==> src/rtl/mp_discrepancy_locator.sv <==
module mp_discrepancy_locator #(
  parameter int M  = 4,
  parameter int W  = 4,
  parameter int CW = 8,
  parameter int IW = $clog2(M + 1)
) (
  input  logic              clk,
  input  logic              rst_n,
  input  logic              mode,
  input  logic              valid,
  input  logic [M*W-1:0]    act_data,
  input  logic [W-1:0]      spare_data,
  input  logic [CW-1:0]     win_len,
  output logic [M*W-1:0]    user_data,
  output logic              fault_pulse,
  output logic [IW-1:0]     fault_idx,
  output logic              spare_bad
);
  localparam int SW = (M > 1) ? $clog2(M) : 1;
  localparam logic [SW-1:0] LAST = SW'(M - 1);

  logic [SW-1:0] sel;
  logic          phase;
  logic [W-1:0]  spare_q;
  logic [M-1:0]  marks;
  logic [CW-1:0] wcnt;

  logic [W-1:0]  act_sel;
  logic          chk, miss, close;
  logic [M-1:0]  hit, marks_n;
  logic [IW-1:0] nbad;
  logic [IW-1:0] first;

  assign act_sel = act_data[sel*W +: W];
  assign chk     = valid && (!mode || phase);
  assign miss    = chk && (mode ? (act_sel != ~spare_q) : (act_sel != spare_data));
  assign close   = valid && ((win_len == '0) || ({1'b0, wcnt} + 1'b1 >= {1'b0, win_len}));

  genvar g;
  generate
    for (g = 0; g < M; g++) begin : g_plane
      assign hit[g] = miss && (sel == SW'(g));
      assign user_data[g*W +: W] = (mode && phase && sel == SW'(g)) ? spare_data
                                                                     : act_data[g*W +: W];
    end
  endgenerate

  assign marks_n = marks | hit;

  always_comb begin
    nbad  = '0;
    first = '0;
    for (int i = M - 1; i >= 0; i--) begin
      if (marks_n[i]) begin
        nbad  = nbad + 1'b1;
        first = IW'(i);
      end
    end
  end

  always_ff @(posedge clk or negedge rst_n) begin
    if (!rst_n) begin
      sel     <= '0;
      phase   <= 1'b0;
      spare_q <= '0;
      marks   <= '0;
      wcnt    <= '0;
    end else if (valid) begin
      if (mode) begin
        phase <= ~phase;
        if (!phase) spare_q <= spare_data;
        else        sel     <= (sel == LAST) ? '0 : sel + 1'b1;
      end else begin
        sel <= (sel == LAST) ? '0 : sel + 1'b1;
      end
      wcnt  <= close ? '0 : wcnt + 1'b1;
      marks <= close ? '0 : marks_n;
    end
  end

  always_ff @(posedge clk or negedge rst_n) begin
    if (!rst_n) begin
      fault_pulse <= 1'b0;
      spare_bad   <= 1'b0;
      fault_idx   <= '0;
    end else begin
      fault_pulse <= close && (nbad != '0);
      spare_bad   <= close && (nbad > IW'(1));
      fault_idx   <= !close ? '0 : (nbad > IW'(1)) ? IW'(M) : first;
    end
  end
endmodule


==> config.mk <==
export PLATFORM = sky130hd
export DESIGN_NAME = mp_discrepancy_locator
export DESIGN_NICKNAME = d
export VERILOG_FILES = /design/src/rtl/mp_discrepancy_locator.sv
export SDC_FILE = /design/constraint.sdc
export NUM_CORES = 1
export LEC_CHECK = 0
export BUFFER_PORTS_ARGS = -buffer_cell sky130_fd_sc_hd__buf_2
export CAP_MARGIN = 0
export CORE_ASPECT_RATIO = 1.2
export CORE_MARGIN = 2
export CORE_UTILIZATION = 57
export DETAILED_ROUTE_END_ITERATION = 8
export HOLD_SLACK_MARGIN = 0.08
export PLACE_DENSITY_LB_ADDON = 0.15
export SLEW_MARGIN = 10
export SYNTH_ARGS = -nofsm -noshare
export SYNTH_HDL_FRONTEND = slang
export SYNTH_SLANG_ARGS = --single-unit
==> constraint.sdc <==
create_clock -name clk -period 4.85 [get_ports clk]
set_input_delay 0.7275 -clock clk [delete_from_list [all_inputs] [get_ports clk]]
set_output_delay 0.7275 -clock clk [all_outputs]
set_load 0.01 [all_outputs]
-- After elaboration in Yosys (flattened, before gate mapping)
Index checks and enable logic that the tools add are counted.
- add/sub/neg operators: 6
- magnitude comparators: 2
- equal/unequal tests: 6
- shift-type cells: 1
- muxes and demuxes: 20
- bitwise operators: 3
- reduce and logical (&&, ||, !) cells: 23
- operators by type and width (kind ; count):
    $mux 3 ; 7
    $mux 4 ; 5
    $shiftx 16x5->4 ; 1
    $logic_and 1x1->1 ; 14
    $mux 2 ; 5
    $add 3x1->3 const B ; 3
    $add 8x1->9 const B ; 1
    $ge 9x8->1 ; 1
    $add 8x1->8 const B ; 1
    $logic_not 8->1 ; 1
    $mux 8 ; 1
    $ne 4x4->1 ; 2
    $eq 2x2->1 const B ; 2
    $not 4->4 ; 1
    $or 4x4->4 ; 1
    $reduce_and 2->1 ; 2
    $gt 3x1->1 const B ; 1
    $reduce_and 3->1 ; 1
    $reduce_bool 3->1 ; 1
    $add 2x1->2 const B ; 1
    $eq 2x1->1 const B ; 1
    $logic_not 2->1 ; 1
    $logic_or 1x1->1 ; 2
    $mux 1 ; 2
    other kinds (3) ; 3
- flip-flop bits (word level): 24
- input port bits: 32

-- Depth between registers and ports, before layout
- depth after elaboration: 16
- mapped depth: 13
- mapped depth without buffers: 12

-- Worst setup path before layout
No wires, ideal clock.
- path kind: input -> register
- from: in act_data[14]
- to: reg fault_pulse
- arrival: 3.388 ns
- required time: 4.710 ns
- path slack: 1.323 ns
- stages on the path: 12
- buffers on the path: 0
- cells stage by stage: mux4_2 -> or3_1 -> a211oi_2 -> a21oi_1 -> a21oi_1 -> ha_1 -> inv_1 -> nand3_1 -> nand2_1 -> ha_1 -> a2111oi_0 -> a311oi_1
- longest elaborated chain between the ends: 15
- elaborated cells on any way between the ends: 19
- those cells by class: add/sub (3); eq/ne (2); shift (1); mux (5); bitwise (1); reduce/logical (7)
- ends and longest elaborated chain (item ; RTL line ; RTL):
    start: declaration ; 11 ; input logic [M*W-1:0] act_data,
    $shiftx 16x5->4 (*) ; 34 ; assign act_sel = act_data[sel*W +: W];
    $ne 4x4->1 ; 36 ; assign miss = chk && (mode ? (act_sel != ~spare_q) : (act_sel != spare_data));
    $mux 1 (*) ; 36 ;
    $logic_and 1x1->1 (*) ; 36 ;
    $logic_and 1x1->1 ; 42 ; assign hit[g] = miss && (sel == SW'(g));
    $or 4x4->4 (*) ; 48 ; assign marks_n = marks | hit;
    $mux 1 ; 54 ; if (marks_n[i]) begin
    $add 3x1->3 ; 55 ; nbad = nbad + 1'b1;
    $mux 3 ; 54 ;
    $add 3x1->3 ; 55 ;
    $mux 3 ; 54 ;
    $add 3x1->3 ; 55 ;
    $mux 3 (*) ; 54 ;
    $reduce_bool 3->1 (*) ; 87 ; fault_pulse <= close && (nbad != '0);
    $logic_and 1x1->1 (*) ; 87 ;
    end signal: assignment ; 87 ;
    end: declaration ; 15 ; output logic fault_pulse,
Every way passes the cells marked *; elsewhere a longest branch is shown, timed or not.
A chain may end at the register's enable or synchronous reset.

-- Worst setup path in the final report
- from: reg sel[0]
- to: reg fault_pulse
- longest elaborated chain between the ends: 15
- elaborated cells on any way between the ends: 23
- those cells by class: add/sub (3); eq/ne (5); shift (1); mux (5); bitwise (1); reduce/logical (8)
- ends and longest elaborated chain (item ; RTL line ; RTL):
    start: declaration ; 22 ; logic [SW-1:0] sel;
    start signal: assignment ; 72 ; else sel <= (sel == LAST) ? '0 : sel + 1'b1;
    start signal: assignment ; 74 ; sel <= (sel == LAST) ? '0 : sel + 1'b1;
    $shiftx 16x5->4 ; 34 ;
    $ne 4x4->1 ; 36 ;
    $mux 1 ; 36 ;
    $logic_and 1x1->1 ; 36 ;
    $logic_and 1x1->1 ; 42 ;
    $or 4x4->4 (*) ; 48 ;
    $mux 1 ; 54 ;
    $add 3x1->3 ; 55 ;
    $mux 3 ; 54 ;
    $add 3x1->3 ; 55 ;
    $mux 3 ; 54 ;
    $add 3x1->3 ; 55 ;
    $mux 3 (*) ; 54 ;
    $reduce_bool 3->1 (*) ; 87 ;
    $logic_and 1x1->1 (*) ; 87 ;
Marks and branches as above.

==> impl_metrics.json <==
{
  "fin_ws_ns": 0.953,
  "multiInputGateArea_sq_mm": 0.00125,
  "dieWidth_um": 56.9,
  "drc": 0,
  "cts_setup_buffers": 0,
  "path_cells": "mux4_2 > or3_1 > a211oi_2 > a21oi_1 > a21oi_1 > ha_1 > inv_1 > nand3_1 > nand2_1 > ha_1 > a2111oi_0 > a311oi_1",
  "setup_viol": 0,
  "fp.dieArea_sq_mm": 0.00384,
  "clk_path_buf_depth": 2,
  "final_common_cell": "buf_2",
  "drt_iter0_drc": 54,
  "firstDrtPassIters": 4,
  "clkSlewWorstSetupHoldPaths_ns": 0.08,
  "fin_crit_sh": 0.804,
  "syn_area_per_cell_sq_um": 9.67,
  "hpwl_um": 3420,
  "path_buf_inv": 1,
  "cts_tree": "yes",
  "internal-power_uw": 549,
  "vias": 1714,
  "dp.cells": 283,
  "slowest_stage": "dfrtp_1",
  "finalSetupTns_ns": 0,
  "gr-total-overflow": 0,
  "ys_async_sr_fraction": 1.00,
  "critPathTopFamily": "compound AO/OA/AOI/OAI gates",
  "synth-seq-cells": 23,
  "wl_per_cell_um": 15.2,
  "leakagePower_nw": 1.11,
  "antennaDiodeCount": 0,
  "p_sw_frac": 0.420,
  "powerDensity_mw_per_mm2": 422,
  "p_switching_uw": 397,
  "wirelength_um": 4360,
  "seqCellArea_sq_um": 576,
  "hold_path.class": "in2async",
  "nets": 299,
  "htreeDepth": 1,
  "die_y_um": 67.5,
  "path_class": "reg2reg",
  "design_area_sq_mm": 0.00224,
  "cts-root-buf": "clkbuf_8",
  "grt_pass1_vias": 1639,
  "syn_nets": 246,
  "ir_drop_mv": 0.252,
  "clkLatencyLatePin_ns": 0.27,
  "yosysWarningCount": 0,
  "end_kind": "flip-flop",
  "fin_skew_ns": 0.00325,
  "slew_headroom": 0.648,
  "via_per_inst": 5.97,
  "ys_types": 42,
  "startpoint": "sel[0]",
  "antenna_found_initial": 0,
  "grt_usage": 0.243,
  "synthFlopType": "dfrtp_1",
  "dpl_worst_slack_ns": 0.913,
  "rsz0062_at_grt": "false",
  "cts_sinks": 23,
  "syn_area_sq_mm": 0.00192,
  "instances_no_fill": 287,
  "combPwrFrac": 0.544,
  "maxCapViolations": 0,
  "ant_nets": 0,
  "cts_hold_buf": 0,
  "gp_congestion": 0.912,
  "rows": 23,
  "tightest_slew_ns": 0.515,
  "core-area_sq_mm": 0.00328,
  "finalPower_uw": 946,
  "fmax_mhz": 257,
  "worst_path_largest_cell_delay_ns": 0.58,
  "cts_buffers": 3,
  "grt_max_degree": 24,
  "drive_gt1_frac": 0.352,
  "pin_count": 53,
  "period_needed_ns": 3.90,
  "hold_slack_ns": 0.415,
  "required_ns": 4.98,
  "most-common-layout-cells": "buf_2 (52), dfrtp_1 (23), mux2_2 (21), inv_1 (16), ha_1 (16)",
  "n_fill_cell": 282,
  "cp.arrival_ns": 4.02,
  "synthCells": 198,
  "r2r-start": "sel[0]",
  "seq_power_share": 0.330,
  "start_util": 0.584,
  "port-buffer-count": 52,
  "cts_resized": 0,
  "ys_seq_area_frac": 0.300,
  "worstPathMaxFanout": 8,
  "area_delta_synth_final_pct": 17.2,
  "finalHoldViolCount": 0,
  "clkPwrFrac": 0.125,
  "status": "completed",
  "place_area_sq_mm": 0.00220,
  "cp-start-kind": "flip-flop",
  "slew_viol_final": 0,
  "grt_pass1_wl_um": 7290,
  "synth-edff-count": 0,
  "finish.utilization": 0.684
}
==> cell families after synthesis <==
family,Yosys count,share of synthesized area
and+or+nand+nor,58,0.161
DFF,23,0.300
muxes,26,0.182
buffers and inverters,21,0.0470
AOI/OAI and AO/OA,47,0.173
xor gates and xnor gates,7,0.0320
adders and majority gates,16,0.105
==> area by class of cell <==
type / instances / area share
clock buffer: 4 / 0.0201
timing repair buffer: 53 / 0.119
multi-input combinational: 154 / 0.557
tap: 37 / 0.0206
sequential: 23 / 0.256
inverter: 16 / 0.0268
==> power groups by stage <==
stage	Sequential (mW)	Combinational, mW	Clock (mW)
floorplan	0.290	0.410	0
global placement	0.314	0.495	0
detailed placement	0.314	0.510	0
CTS	0.312	0.513	0.123
global route	0.323	0.576	0.129
finish	0.313	0.515	0.119
==> synthesized netlist by cell type, types with 3 or more instances <==
cell       instances  area share
dfrtp_1           23        0.30
and3_1             6       0.020
inv_1             16       0.031
nand3_1           12       0.031
nor2_1             9       0.018
nand2b_1           7       0.023
a21oi_1           11       0.029
a22o_1             3       0.014
o21ai_0           10       0.026
a21o_1             4       0.016
mux2_2            21        0.12
ha_1              16        0.10
nand2_1           11       0.022
xnor2_1            5       0.023
o2bb2ai_1          4       0.018
nor2b_1            3      0.0098
clkbuf_1           3      0.0059
==> flip-flops by register name, summed over array words and instances, names as in the netlist <==
signal / flops
fault_idx: 3
phase: 1
sel: 2
marks: 4
fault_pulse: 1
wcnt: 8
spare_q: 4
==> worst register-to-register path, cell delays in order (launching register included) <==
cell	delay (ns)
dfrtp_1	0.58
mux4_2	0.57
or3_1	0.40
a211oi_2	0.29
a21oi_1	0.17
a21oi_1	0.28
ha_1	0.31
inv_1	0.14
nand3_1	0.12
nand2_1	0.08
ha_1	0.23
a2111oi_0	0.48
a311oi_1	0.10
==> worst paths after layout <==
| kind | end | slack, ns | depth (start not counted) |
|---|---|---|---|
| max | fault_pulse | 0.95 | 12 |
| min | wcnt[1] | 0.42 | 1 |
| max reg2reg | fault_pulse | 0.95 | 12 |
| min reg2reg | spare_q[0] | 0.50 | 1 |
| max in group asynchronous | fault_idx[2] | 4.09 | 1 |
| min in group clk | spare_q[0] | 0.50 | 1 |
==> routing by layer <==
layer,vias to the layer above,wire (um),track usage
met4,0,69,0.0785
li1,832,-,-
met2,51,2260,0.468
met1,824,1830,0.281
met5,-,0,0
met3,7,203,0.0249
No activity file was read; power rests on OpenSTA's default activity.
